File: config.mk
export PLATFORM = sky130hd
export DESIGN_NAME = i2c_bus_unhang
export DESIGN_NICKNAME = d
export VERILOG_FILES = /design/src/rtl/i2c_unhang_pkg.sv /design/src/rtl/unhang_rst_sync.sv /design/src/rtl/unhang_line_sync.sv /design/src/rtl/unhang_seq.sv /design/src/rtl/unhang_regs.sv /design/src/rtl/i2c_bus_unhang.sv
export SDC_FILE = /design/constraint.sdc
export NUM_CORES = 1
export LEC_CHECK = 0
export ABC_CLOCK_PERIOD_IN_PS = 2900
export BUFFER_PORTS_ARGS = -buffer_cell sky130_fd_sc_hd__buf_2
export CAP_MARGIN = 20
export CELL_PAD_IN_SITES_DETAIL_PLACEMENT = 0
export CELL_PAD_IN_SITES_GLOBAL_PLACEMENT = 1
export CORE_MARGIN = 5
export CORE_UTILIZATION = 23
export CTS_CLUSTER_SIZE = 8
export DETAILED_ROUTE_END_ITERATION = 8
export PLACE_DENSITY_LB_ADDON = 0.1
export SYNTH_ARGS = -nofsm -noshare
export SYNTH_HDL_FRONTEND = slang
export SYNTH_SLANG_ARGS = --single-unit
File: constraint.sdc
create_clock -name clk -period 2.9 [get_ports clk]
set_clock_uncertainty 0.2 [all_clocks]
set_input_delay 0.435 -clock clk [delete_from_list [all_inputs] [get_ports clk]]
set_output_delay 0.435 -clock clk [all_outputs]
set_load 0.02 [all_outputs]
File: src/rtl/i2c_unhang_pkg.sv
package i2c_unhang_pkg;

  typedef enum logic [2:0] {
    SQ_IDLE   = 3'd0,
    SQ_PLS_LO = 3'd1,
    SQ_PLS_HI = 3'd2,
    SQ_STP_A  = 3'd3,
    SQ_STP_B  = 3'd4,
    SQ_STP_C  = 3'd5,
    SQ_STP_D  = 3'd6,
    SQ_FIN    = 3'd7
  } seq_state_e;

  localparam int unsigned BIT_SCL_LVL = 18;
  localparam int unsigned BIT_SDA_LVL = 17;
  localparam int unsigned BIT_BUSY    = 16;
  localparam int unsigned BIT_RECOVER = 11;
  localparam int unsigned BIT_DONE    = 13;

endpackage

File: src/rtl/unhang_rst_sync.sv
module unhang_rst_sync #(
  parameter int STAGES = 2
) (
  input  logic clk,
  input  logic rst_n,
  output logic rst_n_sync
);

  logic [STAGES-1:0] chain_q;

  generate
    if (STAGES == 1) begin : g_one
      always_ff @(posedge clk or negedge rst_n) begin
        if (!rst_n) chain_q <= 1'b0;
        else        chain_q <= 1'b1;
      end
    end else begin : g_many
      always_ff @(posedge clk or negedge rst_n) begin
        if (!rst_n) chain_q <= '0;
        else        chain_q <= {chain_q[STAGES-2:0], 1'b1};
      end
    end
  endgenerate

  assign rst_n_sync = chain_q[STAGES-1];

endmodule

File: src/rtl/unhang_line_sync.sv
module unhang_line_sync #(
  parameter int   STAGES  = 2,
  parameter logic RST_VAL = 1'b1
) (
  input  logic clk,
  input  logic rst_n,
  input  logic d,
  output logic q
);

  logic [STAGES-1:0] pipe_q;

  generate
    if (STAGES == 1) begin : g_one
      always_ff @(posedge clk or negedge rst_n) begin
        if (!rst_n) pipe_q <= RST_VAL;
        else        pipe_q <= d;
      end
    end else begin : g_many
      always_ff @(posedge clk or negedge rst_n) begin
        if (!rst_n) pipe_q <= {STAGES{RST_VAL}};
        else        pipe_q <= {pipe_q[STAGES-2:0], d};
      end
    end
  endgenerate

  assign q = pipe_q[STAGES-1];

endmodule

File: src/rtl/unhang_seq.sv
module unhang_seq
  import i2c_unhang_pkg::*;
#(
  parameter int MAX_PULSES = 8,
  localparam int CNT_W = $clog2(MAX_PULSES + 1)
) (
  input  logic clk,
  input  logic rst_n,
  input  logic tick,
  input  logic start,
  input  logic sda_hi,
  output logic run,
  output logic finish,
  output logic scl_oe,
  output logic sda_oe
);

  seq_state_e state_q, state_d;
  logic [CNT_W-1:0] cnt_q, cnt_d;
  logic cnt_en;
  logic scl_oe_q, scl_oe_d;
  logic sda_oe_q, sda_oe_d;

  // next-state process
  always_comb begin
    state_d = state_q;
    cnt_d   = cnt_q;
    cnt_en  = 1'b0;
    unique case (state_q)
      SQ_IDLE: begin
        if (start) begin
          state_d = SQ_PLS_LO;
          cnt_d   = '0;
          cnt_en  = 1'b1;
        end
      end
      SQ_PLS_LO: if (tick) state_d = SQ_PLS_HI;
      SQ_PLS_HI: begin
        if (tick) begin
          cnt_d  = cnt_q + 1'b1;
          cnt_en = 1'b1;
          if (sda_hi)                                state_d = SQ_STP_A;
          else if (cnt_q == CNT_W'(MAX_PULSES - 1)) state_d = SQ_FIN;
          else                                       state_d = SQ_PLS_LO;
        end
      end
      SQ_STP_A: if (tick) state_d = SQ_STP_B;
      SQ_STP_B: if (tick) state_d = SQ_STP_C;
      SQ_STP_C: if (tick) state_d = SQ_STP_D;
      SQ_STP_D: if (tick) state_d = SQ_FIN;
      SQ_FIN:   state_d = SQ_IDLE;
      default:  state_d = SQ_IDLE;
    endcase
  end

  // line enables follow the next state so they are glitch-free flops
  always_comb begin
    scl_oe_d = (state_d == SQ_PLS_LO) || (state_d == SQ_STP_A) || (state_d == SQ_STP_B);
    sda_oe_d = (state_d == SQ_STP_B) || (state_d == SQ_STP_C);
  end

  // register process
  always_ff @(posedge clk or negedge rst_n) begin
    if (!rst_n) begin
      state_q  <= SQ_IDLE;
      cnt_q    <= '0;
      scl_oe_q <= 1'b0;
      sda_oe_q <= 1'b0;
    end else begin
      state_q  <= state_d;
      scl_oe_q <= scl_oe_d;
      sda_oe_q <= sda_oe_d;
      if (cnt_en) cnt_q <= cnt_d;
    end
  end

  assign run    = (state_q != SQ_IDLE);
  assign finish = (state_q == SQ_FIN);
  assign scl_oe = scl_oe_q;
  assign sda_oe = sda_oe_q;

endmodule

File: src/rtl/unhang_regs.sv
module unhang_regs
  import i2c_unhang_pkg::*;
#(
  parameter int DATA_W = 32
) (
  input  logic              clk,
  input  logic              rst_n,
  input  logic              cmd_we,
  input  logic [DATA_W-1:0] cmd_wdata,
  input  logic              sts_we,
  input  logic [DATA_W-1:0] sts_wdata,
  input  logic              run,
  input  logic              finish,
  input  logic              scl_lvl,
  input  logic              sda_lvl,
  output logic              start,
  output logic [DATA_W-1:0] cmd_status,
  output logic [DATA_W-1:0] irq_status,
  output logic              irq
);

  logic done_q, done_d, done_en;
  logic clr_req;
  logic unused_wdata;

  assign unused_wdata = ^{cmd_wdata, sts_wdata};

  assign start   = cmd_we && cmd_wdata[BIT_RECOVER] && !run;
  assign clr_req = sts_we && sts_wdata[BIT_DONE];

  // set wins over clear in the same cycle
  always_comb begin
    done_en = finish || clr_req;
    done_d  = finish;
  end

  always_ff @(posedge clk or negedge rst_n) begin
    if (!rst_n)       done_q <= 1'b0;
    else if (done_en) done_q <= done_d;
  end

  always_comb begin
    cmd_status              = '0;
    cmd_status[BIT_SCL_LVL] = scl_lvl;
    cmd_status[BIT_SDA_LVL] = sda_lvl;
    cmd_status[BIT_BUSY]    = run || !scl_lvl || !sda_lvl;
    irq_status              = '0;
    irq_status[BIT_DONE]    = done_q;
  end

  assign irq = done_q;

endmodule

File: src/rtl/i2c_bus_unhang.sv
module i2c_bus_unhang #(
  parameter int DATA_W      = 32,
  parameter int MAX_PULSES  = 8,
  parameter int SYNC_STAGES = 2
) (
  input  logic              clk,
  input  logic              rst_n,
  input  logic              tick,
  input  logic              cmd_we,
  input  logic [DATA_W-1:0] cmd_wdata,
  input  logic              sts_we,
  input  logic [DATA_W-1:0] sts_wdata,
  input  logic              scl_in,
  input  logic              sda_in,
  output logic              scl_oe,
  output logic              sda_oe,
  output logic [DATA_W-1:0] cmd_status,
  output logic [DATA_W-1:0] irq_status,
  output logic              irq
);

  logic rst_n_s;
  logic scl_lvl, sda_lvl;
  logic seq_run, seq_finish, seq_start;

  unhang_rst_sync #(.STAGES(2)) u_rst (
    .clk(clk), .rst_n(rst_n), .rst_n_sync(rst_n_s)
  );

  unhang_line_sync #(.STAGES(SYNC_STAGES), .RST_VAL(1'b1)) u_scl_sync (
    .clk(clk), .rst_n(rst_n), .d(scl_in), .q(scl_lvl)
  );

  unhang_line_sync #(.STAGES(SYNC_STAGES), .RST_VAL(1'b1)) u_sda_sync (
    .clk(clk), .rst_n(rst_n), .d(sda_in), .q(sda_lvl)
  );

  unhang_seq #(.MAX_PULSES(MAX_PULSES)) u_seq (
    .clk(clk), .rst_n(rst_n_s), .tick(tick), .start(seq_start),
    .sda_hi(sda_lvl), .run(seq_run), .finish(seq_finish),
    .scl_oe(scl_oe), .sda_oe(sda_oe)
  );

  unhang_regs #(.DATA_W(DATA_W)) u_regs (
    .clk(clk), .rst_n(rst_n_s),
    .cmd_we(cmd_we), .cmd_wdata(cmd_wdata),
    .sts_we(sts_we), .sts_wdata(sts_wdata),
    .run(seq_run), .finish(seq_finish),
    .scl_lvl(scl_lvl), .sda_lvl(sda_lvl),
    .start(seq_start), .cmd_status(cmd_status),
    .irq_status(irq_status), .irq(irq)
  );

endmodule

==> results of run 1 <==
[synth_stat cells (all sizes together) (2+ instances only)]
cell    instances  area share
a21oi           3       0.013
o21ai           5       0.021
conb            2      0.0063
o22ai           3       0.016
dfrtp          12        0.25
nor2            2      0.0063
inv             2      0.0063
nand3           2      0.0084
dfstp           4       0.089
buf            64        0.40
clkbuf          3      0.0095
nand2           8       0.025
nand2b          2       0.011
[registers in the layout, indices dropped and copies added, names as in the netlist]
| register | flops |
|---|---|
| u_seq.cnt_q | 4 |
| u_seq.state_q | 3 |
| u_regs.irq | 1 |
| u_scl_sync.pipe_q | 2 |
| u_seq.scl_oe | 1 |
| u_sda_sync.pipe_q | 2 |
| u_seq.sda_oe | 1 |
| u_rst.chain_q | 2 |
[routing by layer]
layer	share of wire	track usage	up-vias
li1	-	-	341
met1	0.39	0.0728	320
met2	0.48	0.103	48
met3	0.13	0.0241	2
met4	0.0037	0.0150	0
met5	0	0	-
[power groups by stage]
stage          Clock, mW  Sequential, mW  Combinational (mW)
3_3_place_gp           0           0.370               0.268
6_report           0.202           0.366               0.274
4_1_cts            0.212           0.369               0.274
3_5_place_dp           0           0.372               0.271
2_1_floorplan          0           0.335               0.305
5_1_grt            0.223           0.384               0.306
[stage by stage]
stage          std cells  power (mW)  worst slack (ns)  utilization  cell area (um^2)
2_1_floorplan        190       0.640              1.44            -              1410
3_3_place_gp         208       0.638              1.06        0.213              1080
3_5_place_dp         208       0.643              1.05        0.213              1080
4_1_cts              213       0.855             0.748        0.226              1150
5_1_grt              213       0.912             0.642        0.226              1150
6_report             213       0.842             0.750        0.226              1150
[worst min path at each step]
stage,start,end,slack [ns]
after detailed placement,u_rst.chain_q[1]$_DFF_PN0_,u_seq.state_q[0]$_DFF_PN0_,0.006
final,u_rst.chain_q[1]$_DFF_PN0_,u_seq.cnt_q[3]$_DFFE_PN0P_,-0.01
after global placement,u_rst.chain_q[1]$_DFF_PN0_,u_seq.state_q[0]$_DFF_PN0_,0.009
after CTS,u_rst.chain_q[1]$_DFF_PN0_,u_seq.cnt_q[3]$_DFFE_PN0P_,0.007
after global routing,u_rst.chain_q[1]$_DFF_PN0_,u_seq.cnt_q[3]$_DFFE_PN0P_,0.04
after floorplan,u_rst.chain_q[1]$_DFF_PN0_,u_regs.irq$_DFFE_PN0P_,-0.08
[cell families (layout without fill, tap and decap cells)]
kind of cell,Yosys count,after routing
AND/OR/NAND/NOR,25,25
adder cells (fa/ha/maj),1,1
other,2,61
buffers and inverters,69,22
AO/OA/AOI/OAI,18,18
flip-flops,16,16
[layout make-up]
class                      count  area, um^2
timing repair buffer          16        85.1
clock buffer                   4        55.1
tap                           70        87.6
sequential                    16         405
fill                         573        3930
multi-input combinational    105         507
inverter                       2        7.51
[layout by cell type, fill, tap and decap left out, types with 2 or more instances in the layout]
| cell type | Yosys | layout |
|---|---|---|
| clkbuf_8 | 0 | 4 |
| o22ai_1 | 3 | 3 |
| dfrtp_1 | 12 | 12 |
| inv_1 | 2 | 2 |
| nand3_1 | 2 | 2 |
| a21oi_1 | 3 | 3 |
| nand2_1 | 8 | 8 |
| o21ai_0 | 4 | 4 |
| buf_2 | 1 | 15 |
| dfstp_2 | 4 | 4 |
| nand2b_1 | 2 | 2 |
| conb_1 | 2 | 61 |
| nor2_1 | 2 | 2 |
==> results.toml, run 1 <==
[run_status]
status = "finished with violations"
violations = "negative hold slack"

[power]
p_leak_nw = 0.586
p_int_uw = 491
p_seq_frac = 0.434
power.density_mw_per_mm2 = 734
vdd_drop_max_mv = 0.298
combPwrFrac = 0.325
p_clk_frac = 0.240
p_sw_uw = 351
swShare = 0.417

[timing]
final-hold-violation-count = 10
hold_ws_ns = -0.0132
rsz0062_at_grt = "no"
fmax_mhz = 465
slew_violations = 0
finalCritPeriodShare = 0.741
fin_tns_setup_ns = 0
finalCriticalPeriod_ns = 2.15
finalSetupViolations = 0

[worst_setup_path]
endpoint_kind = "primary output"
cp-endpoint = "cmd_status[16]"
reg2reg_setup_slack_ns = 1.04
critPathRequiredTime_ns = 2.27
worst-path-buf-inv = 1
reg2reg_to = "u_seq.cnt_q[3]$_DFFE_PN0P_"
cp_top_family = "flip-flops"
crit_path_top_delay_cell = "dfrtp_1"
worstPathMaxFanout = 15
start_kind = "register"
rr_worst_depth = 3
worst-setup-path-type = "register to primary output"
crit_chain = "nor3_1 > nand3_1 > buf_2"
slowest_delay_ns = 0.55
startpoint = "u_seq.state_q[1]$_DFF_PN0_"
worstSetupPathDepth = 3
timing.rr.start = "u_seq.state_q[2]$_DFF_PN0_"
arrival_ns = 1.51

[clock_network]
post_cts_buffers = 0
clockBufferDepth = 2
numCtsBuffers = 3
ctsResizeCount = 0
clk_latency_ns = 0.25
htree_levels = 1
cts_hold_buffers = 1
clk_pin_slew_ns = 0.07
tritoncts = "yes"
cts_num_sinks = 16
cts-root-buf = "clkbuf_8"

[synth]
synth_compound_area_frac = 0.101
synth_top_family_by_area = "buffers and inverters"
ys_async_sr_fraction = 1.00
syn_area_mm2 = 0.00119
synth_adder_area_share = 0.0105
synthMuxAreaShare = 0
synth_ff_type = "dfrtp_1"
ys_types = 34
yosys.area_share.simple = 0.122
synthCells = 131
synth_edf_count = 0
synth-seq-cells = 16
synth_seq_area_share = 0.341
syn_area_per_cell_um2 = 9.06
yosysWarningCount = 0
synthXorXnorAreaFrac = 0

[route]
ant_nets = 0
route.detailed.drc = 0
wl_per_cell_um = 10.2
vias = 711
viasPerCell = 3.34
drtPass1Iterations = 4
wl_mm = 2.18
drt-initial-drc-count = 33

[floorplanning]
ios = 138
fp.dieArea_mm2 = 0.00670
die_h_um = 81.9
rows = 26
initial_core_util = 0.234
die_width_um = 81.9
coreArea_mm2 = 0.00507

[placement]
dp_hpwl_mm = 1.69
gp_congestion = 0.700
io_buffers = 15

[flow_run]
maxCapViolations = 0

[global_route]
grt_max_degree = 17
antenna_found_initial = 0
grt_util_all_layers = 0.0611
grt_pass1_wl_mm = 3.08
overflow = 0
grt_pass1_vias = 633

[finish]
final_layout_size_suffix_gt1_frac = 0.168
diodes = 0
nets = 216
areaGrowthSynthToFinish_pct = -3.37

[min_path]
worstHoldPathType = "register to asynchronous set/reset pin"
No activity file was read; power rests on OpenSTA's default activity.
==> run 2: changes to the inputs <==
ABC_CLOCK_PERIOD_IN_PS = 2100   (was 2900)
CORE_UTILIZATION = 21   (was 23)
clock period = 2.1 ns   (was 2.9 ns; I/O delays follow)
==> results.toml, run 2 (synthesis gave the netlist of run 1 again) <==
[finish]
final_util = 0.217
fillCellCount = 626
final_common_cell = "conb_1"
multiInputGateArea_um2 = 507
areaGrowthSynthToFinish_pct = 0.421
final_layout_size_suffix_gt1_frac = 0.182
top_regs = "u_seq.cnt_q x4, u_seq.state_q x3"
layout_common_cells = "61 x conb_1, 15 x buf_2, 12 x dfrtp_1, 8 x nand2_1"
diodes = 0
top_register = "u_seq.cnt_q"
largest_reg_flops = 4
regArea_um2 = 405
nets = 221
final_area_mm2 = 0.00119

[floorplanning]
coreArea_mm2 = 0.00551
rows = 27
fp.dieArea_mm2 = 0.00726
die_width_um = 85.2
ios = 138
die_h_um = 85.2
initial_core_util = 0.216

[route]
ant_nets = 0
wl_mm = 2.21
route.detailed.drc = 0
drt-initial-drc-count = 36
wl_per_cell_um = 10.1
drtPass1Iterations = 4
viasPerCell = 3.21
vias = 706

[clock_network]
numCtsBuffers = 3
clk_latency_ns = 0.25
post_cts_buffers = 0
tritoncts = "yes"
cts_num_sinks = 16
cts-root-buf = "clkbuf_8"
htree_levels = 1
clk_pin_slew_ns = 0.07
clockBufferDepth = 2

[global_route]
grt_pass1_wl_mm = 3.54
grt_max_degree = 14
grt_pass1_vias = 685
overflow = 0
antenna_found_initial = 0
grt_util_all_layers = 0.0597

[timing]
finalCriticalPeriod_ns = 1.85
final-hold-violation-count = 10
rsz0062_at_grt = "no"
fin_tns_setup_ns = 0
fmax_mhz = 540
finalCritPeriodShare = 0.883
hold_ws_ns = -0.0224
slew_violations = 0
fin_ws_ns = 0.247
finalSetupViolations = 0

[worst_setup_path]
crit_path_top_delay_cell = "dfrtp_1"
worstPathMaxFanout = 11
slowest_delay_ns = 0.51
crit_chain = "nor3_1 > nand3_1 > buf_2"
critPathRequiredTime_ns = 1.58
endpoint_kind = "primary output"
worst-setup-path-type = "register to primary output"
worst-path-buf-inv = 1
start_kind = "register"
arrival_ns = 1.34
cp_top_family = "flip-flops"

[run_status]
violations = "negative hold slack"
status = "finished with violations"

[placement]
gp_congestion = 0.723
dp_hpwl_mm = 1.83
io_buffers = 15
place_area_mm2 = 0.00111
dp_slack_ns = 0.360

[power]
power.density_mw_per_mm2 = 1000
p_leak_nw = 0.610
vdd_drop_max_mv = 0.292

[flow_run]
maxCapViolations = 0

[min_path]
worstHoldPathType = "register to asynchronous set/reset pin"
## run 2: layout make-up
class	instances	area share
well taps	72	0.0756
repair buffers	21	0.107
clock buffers	4	0.0462
multi-input cells	105	0.425
inverters	2	0.00630
flip-flops and latches	16	0.340
## run 2: path summary, 6_finish.rpt
kind / start / endpoint / slack [ns] / cells after the start
worst max register to register: u_seq.state_q[1]$_DFF_PN0_ / u_seq.cnt_q[3]$_DFFE_PN0P_ / 0.32 / 3
min in group clk: u_rst.chain_q[0]$_DFF_PN0_ / u_rst.chain_q[1]$_DFF_PN0_ / 0.15 / 0
max in group asynchronous: rst_n / u_sda_sync.pipe_q[1]$_DFF_PN1_ / 1.28 / 2
worst max-delay path: u_seq.state_q[1]$_DFF_PN0_ / cmd_status[16] / 0.25 / 3
worst min-delay path: u_rst.chain_q[1]$_DFF_PN0_ / u_seq.state_q[2]$_DFF_PN0_ / -0.02 / 0
worst min register to register: u_rst.chain_q[1]$_DFF_PN0_ / u_seq.state_q[2]$_DFF_PN0_ / -0.02 / 0
## run 2: power breakdown
group          internal, mW  switching (mW)  leakage [nW]
Combinational         0.161           0.291         0.384
Clock                 0.166           0.110        0.0288
Sequential            0.382          0.0832         0.198
Total                 0.709           0.484         0.610
## run 2: timing repair
action                                 4_1_cts  5_1_grt
gates resized for setup                      0        0
hold buffers                                 3        0
endpoints found under the hold margin        8        0
setup endpoints to repair                    0        0
## run 2: metrics by stage
stage	cells	hold slack (ns)	power, mW
after floorplan	190	-0.181	0.883
after global placement	213	-0.0597	0.915
after detailed placement	213	-0.0584	0.921
after CTS	220	0.0103	1.21
after global routing	220	0.0453	1.29
final	220	-0.0224	1.19
## run 2: per-layer routing
| metal | wire (um) | track usage |
|---|---|---|
| met1 | 885 | 0.0667 |
| met2 | 1050 | 0.103 |
| met3 | 266 | 0.0291 |
| met4 | 11 | 0.0115 |
| met5 | 0 | 0 |
==> run 3: changes to the inputs <==
ABC_CLOCK_PERIOD_IN_PS = 2370   (was 2100)
CORE_UTILIZATION = 23   (was 21)
clock period = 2.37 ns   (was 2.1 ns; I/O delays follow)
==> results.toml, run 3 (synthesis gave the netlist of run 1 again) <==
[flow_run]
maxCapViolations = 0

[power]
swShare = 0.411
vdd_drop_max_mv = 0.380
p_seq_frac = 0.416
p_int_uw = 610
p_sw_uw = 425
p_clk_frac = 0.233
power.density_mw_per_mm2 = 881
p_leak_nw = 0.600
power_mw = 1.03
combPwrFrac = 0.351

[clock_network]
tritoncts = "yes"
numCtsBuffers = 3
clk_latency_ns = 0.25
clockBufferDepth = 2
cts_num_sinks = 16
htree_levels = 1
post_cts_buffers = 0
clk_pin_slew_ns = 0.07
ctsResizeCount = 0
cts-root-buf = "clkbuf_8"

[global_route]
grt_max_degree = 16
grt_pass1_wl_mm = 3.14
antenna_found_initial = 0
overflow = 0
grt_pass1_vias = 630
grt_util_all_layers = 0.0600

[timing]
finalCriticalPeriod_ns = 2.04
rsz0062_at_grt = "no"
final-hold-violation-count = 10
finalSetupViolations = 0
fin_tns_setup_ns = 0
fmax_mhz = 491
finalCritPeriodShare = 0.860
hold_ws_ns = -0.0263
slew_violations = 0

[min_path]
worstHoldPathType = "register to asynchronous set/reset pin"

[floorplanning]
rows = 26
ios = 138
coreArea_mm2 = 0.00507
die_width_um = 81.9
fp.dieArea_mm2 = 0.00670
initial_core_util = 0.234
die_h_um = 81.9

[worst_setup_path]
arrival_ns = 1.48
start_kind = "register"
worstPathMaxFanout = 15
crit_chain = "nor3_1 > nand3_1 > buf_2"
rr_worst_depth = 3
timing.rr.start = "u_seq.state_q[1]$_DFF_PN0_"
critPathRequiredTime_ns = 1.81
worst-setup-path-type = "register to primary output"
crit_path_top_delay_cell = "dfrtp_1"
slowest_delay_ns = 0.55
reg2reg_to = "u_seq.cnt_q[3]$_DFFE_PN0P_"
reg2reg_setup_slack_ns = 0.56
endpoint_kind = "primary output"

[route]
viasPerCell = 3.27
wl_per_cell_um = 9.84
vias = 706
drtPass1Iterations = 2
route.detailed.drc = 0
wl_mm = 2.13
drt-initial-drc-count = 18
ant_nets = 0

[placement]
gp_congestion = 0.703
io_buffers = 15
place_area_mm2 = 0.00109
dp_hpwl_mm = 1.68

[finish]
fillCellCount = 583
final_common_cell = "conb_1"
final_area_mm2 = 0.00117
nets = 219
top_regs = "u_seq.cnt_q x4, u_seq.state_q x3"
layout_common_cells = "61 x conb_1, 15 x buf_2, 12 x dfrtp_1, 8 x nand2_1"
areaGrowthSynthToFinish_pct = -1.05
diodes = 0
final_layout_size_suffix_gt1_frac = 0.171
final_util = 0.232
top_register = "u_seq.cnt_q"
largest_reg_flops = 4

[run_status]
violations = "negative hold slack"
status = "finished with violations"
==> run 3: changes by cell type in the layout (fill, tap and decap cells not counted), sizes merged <==
cell  delta
buf      -2
==> run 3: worst max-delay path by stage <==
stage	start	endpoint
floorplan	u_seq.state_q[2]$_DFF_PN0_	u_seq.cnt_q[3]$_DFFE_PN0P_
global placement	u_seq.state_q[1]$_DFF_PN0_	u_seq.cnt_q[3]$_DFFE_PN0P_
detailed placement	u_seq.state_q[1]$_DFF_PN0_	u_seq.cnt_q[3]$_DFFE_PN0P_
CTS	u_seq.state_q[1]$_DFF_PN0_	cmd_status[16]
global route	u_seq.state_q[1]$_DFF_PN0_	cmd_status[16]
finish	u_seq.state_q[1]$_DFF_PN0_	cmd_status[16]
==> run 3: layer usage <==
layer / share of wire / routed length, um / up-vias / track usage
met5: 0 / 0 / - / 0
met4: 0 / 0 / 0 / 0.00997
met3: 0.12 / 251 / 0 / 0.0274
met2: 0.51 / 1080 / 41 / 0.105
met1: 0.38 / 799 / 321 / 0.0674
li1: - / - / 344 / -
==> run 3: timing repair <==
action,CTS,global route
hold endpoints to repair,8,0
hold buffers,3,0
endpoints found under the setup margin,0,0
==> run 3: final cells by class <==
| type | count | area, um^2 | share of cell area |
|---|---|---|---|
| clock buffer | 4 | 55.1 | 0.0469 |
| sequential | 16 | 405 | 0.345 |
| inverter | 2 | 7.51 | 0.00639 |
| tap | 70 | 87.6 | 0.0745 |
| timing repair buffer | 19 | 113 | 0.0958 |
| multi-input combinational | 105 | 507 | 0.431 |
==> run 3: worst max-delay path, delay by kind of cell (launching register included) <==
kind,cells,cell delay [ns]
simple gates,2,0.52
flops,1,0.55
buf+inv,1,0.17
==> run 3: power by group through the flow <==
| stage | registers (mW) | logic, mW | clock network (mW) |
|---|---|---|---|
| after floorplan | 0.409 | 0.373 | 0 |
| after global placement | 0.432 | 0.356 | 0 |
| after detailed placement | 0.433 | 0.359 | 0 |
| after CTS | 0.427 | 0.365 | 0.259 |
| after global routing | 0.442 | 0.408 | 0.270 |
| final | 0.430 | 0.363 | 0.241 |
==> run 3: metrics by stage <==
| step | cells | setup WS, ns |
|---|---|---|
| after floorplan | 190 | 0.913 |
| after global placement | 209 | 0.577 |
| after detailed placement | 209 | 0.569 |
| after CTS | 216 | 0.321 |
| after global routing | 216 | 0.262 |
| final | 216 | 0.332 |
